--- config.mk ---
export PLATFORM = sky130hd
export DESIGN_NAME = sci_uart_top
export DESIGN_NICKNAME = d
export VERILOG_FILES = /design/src/rtl/sci_pkg.sv /design/src/rtl/sci_rate_gen.sv /design/src/rtl/sci_tx.sv /design/src/rtl/sci_rx.sv /design/src/rtl/sci_uart_top.sv
export SDC_FILE = /design/constraint.sdc
export NUM_CORES = 1
export LEC_CHECK = 0
export ABC_AREA = 1
export BUFFER_PORTS_ARGS = -buffer_cell sky130_fd_sc_hd__buf_2
export CAP_MARGIN = 20
export CORE_ASPECT_RATIO = 1.4
export CORE_UTILIZATION = 66
export DETAILED_ROUTE_END_ITERATION = 10
export PLACE_DENSITY = 0.85
export SLEW_MARGIN = 20
export SYNTH_ARGS = -nofsm -noshare
export SYNTH_HDL_FRONTEND = slang
export SYNTH_SLANG_ARGS = --single-unit
--- constraint.sdc ---
create_clock -name clk -period 7.12 [get_ports clk]
set_input_delay 1.068 -clock clk [delete_from_list [all_inputs] [get_ports clk]]
set_output_delay 1.068 -clock clk [all_outputs]
set_load 0.05 [all_outputs]
--- src/rtl/sci_pkg.sv ---
package sci_pkg;

    localparam int REG_W     = 8;
    localparam int FRAME_MAX = 12;                       // start + 8 data + parity + 2 stop
    localparam int LEN_W     = $clog2(FRAME_MAX + 1);
    localparam int PRESC_W   = 14;                       // holds 64 * 255

    typedef enum logic [2:0] {
        OFS_MODE = 3'd0,
        OFS_RATE = 3'd1,
        OFS_CTRL = 3'd2,
        OFS_TDAT = 3'd3,
        OFS_STAT = 3'd4,
        OFS_RDAT = 3'd5
    } reg_ofs_e;

    typedef struct packed {
        logic       seven;
        logic       par_en;
        logic       par_odd;
        logic       two_stop;
        logic [1:0] div_sel;
    } line_cfg_t;

    localparam logic [REG_W-1:0] STAT_RESET = 8'h84;

    // parity bit value that makes the selected parity hold
    function automatic logic parity_of(input logic seven, input logic odd,
                                       input logic [REG_W-1:0] d);
        logic [REG_W-1:0] v;
        v = seven ? {1'b0, d[REG_W-2:0]} : d;
        return (^v) ^ odd;
    endfunction

    function automatic logic [LEN_W-1:0] frame_len(input logic seven, input logic par_en,
                                                   input logic two_stop);
        return LEN_W'(seven ? 8 : 9) + LEN_W'(par_en) + LEN_W'(two_stop ? 2 : 1);
    endfunction

    // bit 0 goes on the line first; unused upper positions stay high (stop level)
    function automatic logic [FRAME_MAX-1:0] frame_of(input logic seven, input logic par_en,
                                                      input logic odd, input logic [REG_W-1:0] d);
        logic [FRAME_MAX-1:0] f;
        int nd;
        f    = '1;
        f[0] = 1'b0;
        nd   = seven ? REG_W - 1 : REG_W;
        for (int i = 0; i < REG_W; i++)
            if (i < nd) f[1 + i] = d[i];
        if (par_en) f[1 + nd] = parity_of(seven, odd, d);
        return f;
    endfunction

endpackage

--- src/rtl/sci_rate_gen.sv ---
module sci_rate_gen
    import sci_pkg::*;
#(
    parameter int CNT_W = PRESC_W
) (
    input  logic             clk,
    input  logic             rst,
    input  logic [1:0]       div_sel,
    input  logic [REG_W-1:0] rate,
    output logic             tick
);
    logic [CNT_W-1:0] cnt_q;
    logic [CNT_W-1:0] period;

    always_comb begin
        case (div_sel)
            2'd0:    period = CNT_W'(rate);
            2'd1:    period = CNT_W'(rate) << 2;
            2'd2:    period = CNT_W'(rate) << 4;
            default: period = CNT_W'(rate) << 6;
        endcase
    end

    // a period of 0 or 1 ticks every clock
    assign tick = ({1'b0, cnt_q} + 1'b1) >= {1'b0, period};

    always_ff @(posedge clk) begin
        if (rst)       cnt_q <= '0;
        else if (tick) cnt_q <= '0;
        else           cnt_q <= cnt_q + 1'b1;
    end

    assert_prescale_bound_R3: assert property (@(posedge clk) disable iff (rst)
        (period > CNT_W'(1) && !tick) |=> (cnt_q != '0));

endmodule

--- src/rtl/sci_tx.sv ---
module sci_tx
    import sci_pkg::*;
#(
    parameter int OVS   = 32,
    parameter int FLEN  = FRAME_MAX,
    parameter int NBW   = LEN_W
) (
    input  logic            clk,
    input  logic            rst,
    input  logic            tick,
    input  logic            load,
    input  logic [FLEN-1:0] frame,
    input  logic [NBW-1:0]  nbits,
    output logic            txd,
    output logic            busy,
    output logic            done
);
    localparam int CNT_W = $clog2(OVS);

    logic [FLEN-1:0]  sh_q;
    logic [NBW-1:0]   left_q;
    logic [CNT_W-1:0] sub_q;
    logic             bit_end;

    assign bit_end = tick && (sub_q == CNT_W'(OVS - 1));
    assign txd     = busy ? sh_q[0] : 1'b1;

    always_ff @(posedge clk) begin
        if (rst) begin
            sh_q   <= '1;
            left_q <= '0;
            sub_q  <= '0;
            busy   <= 1'b0;
            done   <= 1'b0;
        end else begin
            done <= 1'b0;
            if (!busy) begin
                if (load) begin
                    sh_q   <= frame;
                    left_q <= nbits;
                    sub_q  <= '0;
                    busy   <= 1'b1;
                end
            end else if (tick) begin
                if (bit_end) begin
                    sub_q  <= '0;
                    sh_q   <= {1'b1, sh_q[FLEN-1:1]};
                    left_q <= left_q - 1'b1;
                    if (left_q == NBW'(1)) begin
                        busy <= 1'b0;
                        done <= 1'b1;
                    end
                end else begin
                    sub_q <= sub_q + 1'b1;
                end
            end
        end
    end

    assert_start_low_R2: assert property (@(posedge clk) disable iff (rst)
        (load && !busy) |=> (busy && !txd));

    assert_last_bit_stop_R2: assert property (@(posedge clk) disable iff (rst)
        (busy && bit_end && left_q == NBW'(1)) |-> txd);

endmodule

--- src/rtl/sci_rx.sv ---
module sci_rx
    import sci_pkg::*;
#(
    parameter int OVS       = 32,
    parameter int SAMPLE_AT = 16,
    parameter int DW        = REG_W,
    parameter int NBW       = LEN_W
) (
    input  logic          clk,
    input  logic          rst,
    input  logic          tick,
    input  logic          en,
    input  logic          rxd,
    input  logic          seven,
    input  logic          par_en,
    input  logic          par_odd,
    output logic          done,
    output logic [DW-1:0] data,
    output logic          par_err,
    output logic          frm_err
);
    localparam int CNT_W  = $clog2(OVS);
    localparam int HOLD_W = DW + 1;                     // data bits plus parity

    logic [1:0]        sync_q;
    logic              line;
    logic              active;
    logic [CNT_W-1:0]  sub_q;
    logic [NBW-1:0]    idx_q;
    logic [HOLD_W-1:0] hold_q;
    logic [NBW-1:0]    stop_idx;
    logic [DW-1:0]     word;
    logic              par_bit;

    assign line = sync_q[1];

    always_comb begin
        stop_idx = NBW'(seven ? DW : DW + 1) + NBW'(par_en);
        word     = seven ? {1'b0, hold_q[DW-2:0]} : hold_q[DW-1:0];
        par_bit  = seven ? hold_q[DW-1] : hold_q[DW];
    end

    always_ff @(posedge clk) begin
        if (rst) begin
            sync_q  <= '1;
            active  <= 1'b0;
            sub_q   <= '0;
            idx_q   <= '0;
            hold_q  <= '0;
            done    <= 1'b0;
            data    <= '0;
            par_err <= 1'b0;
            frm_err <= 1'b0;
        end else begin
            sync_q <= {sync_q[0], rxd};
            done   <= 1'b0;
            if (!en) begin
                active <= 1'b0;
            end else if (!active) begin
                if (!line) begin
                    active <= 1'b1;
                    sub_q  <= '0;
                    idx_q  <= '0;
                end
            end else if (tick) begin
                sub_q <= (sub_q == CNT_W'(OVS - 1)) ? '0 : sub_q + 1'b1;
                if (sub_q == CNT_W'(SAMPLE_AT)) begin
                    if (idx_q == '0) begin
                        if (line) active <= 1'b0;       // glitch, not a start bit
                        idx_q <= idx_q + 1'b1;
                    end else if (idx_q == stop_idx) begin
                        active  <= 1'b0;
                        done    <= 1'b1;
                        data    <= word;
                        par_err <= par_en && (par_bit != parity_of(seven, par_odd, word));
                        frm_err <= !line;
                    end else begin
                        hold_q[idx_q - 1'b1] <= line;
                        idx_q <= idx_q + 1'b1;
                    end
                end
            end
        end
    end

    assert_quiet_when_off_R6: assert property (@(posedge clk) disable iff (rst)
        !en |=> !done);

endmodule

--- src/rtl/sci_uart_top.sv ---
module sci_uart_top
    import sci_pkg::*;
#(
    parameter int OVS       = 32,
    parameter int SAMPLE_AT = 16
) (
    input  logic       clk,
    input  logic       rst,
    input  logic [2:0] reg_addr,
    input  logic       reg_wr,
    input  logic [7:0] reg_wdata,
    output logic [7:0] reg_rdata,
    input  logic       rxd,
    output logic       txd,
    output logic       irq_tx_empty,
    output logic       irq_rx_full,
    output logic       irq_rx_err,
    output logic       irq_tx_done
);
    logic [REG_W-1:0] mode_q, rate_q, ctrl_q, tdat_q, rdat_q;
    logic             tx_empty, rx_full, ovr, fer, per, tx_fin;
    logic [REG_W-1:0] status;
    line_cfg_t        cfg;
    logic             tick, tx_load, tx_busy, tx_end;
    logic             rx_done, rx_perr, rx_ferr;
    logic [REG_W-1:0] rx_word;
    logic             wr_stat;
    logic [4:0]       clr;                               // status bits 7..3

    assign cfg     = '{seven: mode_q[6], par_en: mode_q[5], par_odd: mode_q[4],
                       two_stop: mode_q[3], div_sel: mode_q[1:0]};
    assign status  = {tx_empty, rx_full, ovr, fer, per, tx_fin, 2'b00};
    assign wr_stat = reg_wr && (reg_ofs_e'(reg_addr) == OFS_STAT);
    assign clr     = wr_stat ? ~reg_wdata[7:3] : '0;
    assign tx_load = ctrl_q[5] && !tx_empty && !tx_busy;

    sci_rate_gen #(.CNT_W(PRESC_W)) u_rate (
        .clk(clk), .rst(rst), .div_sel(cfg.div_sel), .rate(rate_q), .tick(tick)
    );

    sci_tx #(.OVS(OVS), .FLEN(FRAME_MAX), .NBW(LEN_W)) u_tx (
        .clk(clk), .rst(rst), .tick(tick), .load(tx_load),
        .frame(frame_of(cfg.seven, cfg.par_en, cfg.par_odd, tdat_q)),
        .nbits(frame_len(cfg.seven, cfg.par_en, cfg.two_stop)),
        .txd(txd), .busy(tx_busy), .done(tx_end)
    );

    sci_rx #(.OVS(OVS), .SAMPLE_AT(SAMPLE_AT), .DW(REG_W), .NBW(LEN_W)) u_rx (
        .clk(clk), .rst(rst), .tick(tick), .en(ctrl_q[4]), .rxd(rxd),
        .seven(cfg.seven), .par_en(cfg.par_en), .par_odd(cfg.par_odd),
        .done(rx_done), .data(rx_word), .par_err(rx_perr), .frm_err(rx_ferr)
    );

    always_ff @(posedge clk) begin
        if (rst) begin
            mode_q   <= '0;
            rate_q   <= '1;
            ctrl_q   <= '0;
            tdat_q   <= '1;
            rdat_q   <= '0;
            tx_empty <= STAT_RESET[7];
            rx_full  <= 1'b0;
            ovr      <= 1'b0;
            fer      <= 1'b0;
            per      <= 1'b0;
            tx_fin   <= STAT_RESET[2];
        end else begin
            if (reg_wr) begin
                case (reg_ofs_e'(reg_addr))
                    OFS_MODE: mode_q <= reg_wdata;
                    OFS_RATE: rate_q <= reg_wdata;
                    OFS_CTRL: ctrl_q <= reg_wdata;
                    OFS_TDAT: tdat_q <= reg_wdata;
                    default:  ;
                endcase
            end
            // transmit side
            if (tx_load)     tx_empty <= 1'b1;
            else if (clr[4]) tx_empty <= 1'b0;
            if (tx_load || clr[4])       tx_fin <= 1'b0;
            else if (tx_end && tx_empty) tx_fin <= 1'b1;
            // receive side: software clears first, hardware sets win
            if (clr[3]) rx_full <= 1'b0;
            if (clr[2]) ovr     <= 1'b0;
            if (clr[1]) fer     <= 1'b0;
            if (clr[0]) per     <= 1'b0;
            if (rx_done) begin
                if (rx_full) begin
                    ovr <= 1'b1;
                end else begin
                    rdat_q  <= rx_word;
                    rx_full <= 1'b1;
                    if (rx_perr) per <= 1'b1;
                    if (rx_ferr) fer <= 1'b1;
                end
            end
        end
    end

    always_comb begin
        case (reg_ofs_e'(reg_addr))
            OFS_MODE: reg_rdata = mode_q;
            OFS_RATE: reg_rdata = rate_q;
            OFS_CTRL: reg_rdata = ctrl_q;
            OFS_TDAT: reg_rdata = tdat_q;
            OFS_STAT: reg_rdata = status;
            OFS_RDAT: reg_rdata = rdat_q;
            default:  reg_rdata = '0;
        endcase
    end

    assign irq_tx_empty = tx_empty && ctrl_q[7];
    assign irq_rx_full  = rx_full && ctrl_q[6];
    assign irq_rx_err   = (ovr || fer || per) && ctrl_q[6];
    assign irq_tx_done  = tx_fin && ctrl_q[2];

    assert_status_reset_R1: assert property (@(posedge clk) disable iff (rst)
        $fell(rst) |-> (status == STAT_RESET));

    assert_refill_on_load_R4: assert property (@(posedge clk) disable iff (rst)
        tx_load |=> (tx_empty && tx_busy));

    assert_end_needs_empty_R5: assert property (@(posedge clk) disable iff (rst)
        tx_fin |-> tx_empty);

    assert_overrun_keeps_data_R7: assert property (@(posedge clk) disable iff (rst)
        (rx_done && rx_full) |=> (ovr && $stable(rdat_q)));

endmodule

==> out/qor.txt <==
Critical Path RT - 7.43 ns
DP Cell Count - 954
clk slew on worst S/H paths - 0.05 ns
period utilisation layout - 47.5%
Reg-to-Reg End - u_rate.cnt_q[2]$_SDFF_PP0_
final core occ - 78.1%
switching power - 0.368 mW
vias in the first global route - 5,538
max_cap viols - 0
TritonCTS buffer count - 17
Arrival @ worst endpoint - 3.69 ns
Final nets - 914
final setup TNS - 0 ns
antenna viol nets, final - 0
grt total ovfl - 0
Chip Width - 82.8 µm
Initial Utilization - 69.3%
slew margin rel. - 31.0%
Setup CP Type - flip-flop to flip-flop
initial antenna violation count - 0
crit end category - flip-flop
register share of total power - 40.4%
Worst Hold Class - flip-flop to flip-flop
routed via count - 5,762
worst r2r src - u_rate.cnt_q[0]$_SDFF_PP0_
IO Pins - 28
Clock Latency Late Sink - 0.41 ns
pwr dens - 237 mW/mm²
cts hold-fix bufs - 0
CP max FO - 14
Layout area overhead - 12.6%
outcome - complete, no violations
gr usage total - 35.0%
fillers - 657
fmax - 296 MHz
Critical Path End - u_rate.cnt_q[2]$_SDFF_PP0_
Period minus WS final - 3.38 ns
startpoint types - flip-flop
Post-Syn Area per Cell - 7.17 µm²
Combinational Power Share - 7.1%
layout cells sized above 1 - 11.2%
post-CTS resize count - 0
WL final - 16,200 µm
DR WL/cell - 16.5 µm
n_diodes - 0
Worst VDD drop - 0.201 mV
core outline area - 0.00871 mm²
clock sink count - 113
die height - 115 µm
syn_nets - 888
post-DP HPWL - 11,300 µm
Die ar. - 0.00954 mm²
Sw Ratio - 22.8%
Final Hold Vio Count - 0
Via density - 5.87
CTS root buffer - clkbuf_16
Int Pwr - 1.24 mW
Post-Synthesis Cell Area - 0.00604 mm²
initial DRC count - 396
Clock Skew - 0.00789 ns
Pleak - 3.23 nW
register area share after synthesis - 37.5%
clk buf depth - 2
Post-route DRC - 0
# port buffers - 27
Critical Path Start - u_rate.cnt_q[0]$_SDFF_PP0_
Yosys warnings - 0
area of the multi-input gates - 0.00320 mm²
register-to-register setup slack - 3.74 ns
RSZ-0062 raised after global routing - false
H-tree lvl count - 4
Gate Count Post-Synth - 842
Storage cell area - 0.00226 mm²
Final Wtd Congestion - 0.930
Worst Tran Pin Value - 1.03 ns
final non-filler cell total - 982
max-slew violations - 0
number of setup violations in the final report - 0
largest net degree at the start of global routing - 63
CTS tree - yes
global-route wire length before repair - 26,100 µm
#FFs+latches synth - 113
postcts setup bufs - 0
FP Rows - 40
TritonRoute pass-1 iters - 6
reg2reg path depth - 20
clock power share - 52.5%
post-synth cell types - 42
synth_stat cells (all sizes together):
cell	number	area (µm²)
nor3b	1	12.5
or2	8	50.1
clkinv	3	11.3
nor4	2	12.5
o22ai	13	81.3
o31ai	1	7.51
nand3	46	250
o221ai	4	35.0
nand2	172	687
ha	30	375
o31a	1	8.76
a21oi	67	347
buf	6	41.3
o211ai	19	143
clkbuf	16	60.1
a221oi	8	70.1
fa	1	20.0
o21ai	63	315
nand4	2	12.5
nor2	99	428
and3	2	13.8
or3	1	6.26
o211a	1	10.0
xor2	13	114
xnor2	12	105
dfxtp	113	2260
a22oi	3	22.5
nor3	12	75.1
inv	123	462
metal layers:
| metal | wire [µm] | part of all wire, % | up-vias | GRT usage (%) |
|---|---|---|---|---|
| met1 | 6140 | 38 | 2664 | 37.0 |
| met2 | 8410 | 52 | 234 | 64.6 |
| met4 | 843 | 5.2 | 0 | 20.9 |
| li1 | - | - | 2799 | - |
| met5 | 0 | 0 | - | 0 |
| met3 | 848 | 5.2 | 65 | 6.68 |
worst min path at each step:
stage | startpoint | to | slack, ns | cells after the start
detailed placement | u_rx.sync_q[0]$_SDFF_PP1_ | u_rx.sync_q[1]$_SDFF_PP1_ | 0.40 | 1
global route | u_rx.sync_q[0]$_SDFF_PP1_ | u_rx.sync_q[1]$_SDFF_PP1_ | 0.43 | 1
floorplan | u_rx.sync_q[0]$_SDFF_PP1_ | u_rx.sync_q[1]$_SDFF_PP1_ | 0.39 | 1
global placement | u_rx.sync_q[0]$_SDFF_PP1_ | u_rx.sync_q[1]$_SDFF_PP1_ | 0.40 | 1
CTS | u_rx.sync_q[0]$_SDFF_PP1_ | u_rx.sync_q[1]$_SDFF_PP1_ | 0.42 | 1
finish | u_rx.sync_q[0]$_SDFF_PP1_ | u_rx.sync_q[1]$_SDFF_PP1_ | 0.42 | 1
through the flow:
stage          setup WS [ns]  hold WS (ns)  area [µm²]  power (mW)
2_1_floorplan           3.61         0.389        6040       0.739
3_3_place_gp            3.78         0.398        6220       0.770
3_5_place_dp            3.75         0.403        6220       0.773
4_1_cts                 3.75         0.416        6800        1.61
5_1_grt                 3.47         0.430        6800        1.65
6_report                3.74         0.416        6800        1.61
logic make-up (layout without fill, tap and decap cells):
logic type | Yosys count | count (layout) | synth area share, %
fa+ha+maj | 31 | 31 | 6.55
xor+xnor | 25 | 25 | 3.63
compound gates | 180 | 180 | 17.2
simple gates | 345 | 345 | 25.6
flops | 113 | 113 | 37.5
buf+inv | 148 | 183 | 9.51
sequential cells by signal, indices dropped and copies added (netlist names), 2 cells and up:
name	cells
u_tx.left_q	4
u_tx.sh_q	10
u_rate.cnt_q	14
u_rx.sub_q	5
rate_q	8
rdat_q	8
u_rx.idx_q	4
u_rx.sync_q	2
u_tx.sub_q	5
ctrl_q	8
u_rx.data	8
u_rx.hold_q	9
tdat_q	8
mode_q	8
final cells by class:
type                            count  share of cell area, %
Tap cell                          105                   1.93
Sequential cell                   113                   33.3
Clock buffer                       22                   6.97
Inverter                          126                   6.95
Timing Repair Buffer               29                   2.21
Multi-Input combinational cell    581                   47.1
Clock inverter                      6                   1.58
critical path, stage by stage (launching register included):
cell and delay, ns:
dfxtp_1 0.40, nand3_1 0.13, nor2_2 0.18, and3_2 0.24, nand2_2 0.07, nor2_2 0.10, nand2_1 0.10, inv_2 0.08
nand2_1 0.06, xor2_1 0.19, inv_1 0.08, ha_1 0.30, nand2_1 0.10, nor2_1 0.05, nand3_1 0.06, nand2_1 0.09
a21oi_2 0.18, nand2_4 0.12, inv_1 0.10, nand2_1 0.34, nor3_1 0.31
placed cells by master (no fill, tap or decap), drive strengths merged, types with 4 or more instances in the layout:
cell and count:
xnor2 12, nand2 172, xor2 13, nor2 99, o21ai 63, a21oi 67
inv 123, o22ai 13, clkinv 5, buf 29, dfxtp 113, nor3 12
o211ai 19, clkbuf 22, or2 8, ha 30, nand3 46, o221ai 4
a221oi 8
power by group through the flow:
| stage | clock network (mW) | logic [mW] | registers (mW) |
|---|---|---|---|
| floorplan | 0 | 0.0787 | 0.660 |
| finish | 0.845 | 0.115 | 0.651 |
| global placement | 0 | 0.107 | 0.663 |
| CTS | 0.845 | 0.112 | 0.651 |
| global route | 0.875 | 0.125 | 0.651 |
| detailed placement | 0 | 0.110 | 0.663 |
No activity file was read; power rests on OpenSTA's default activity.
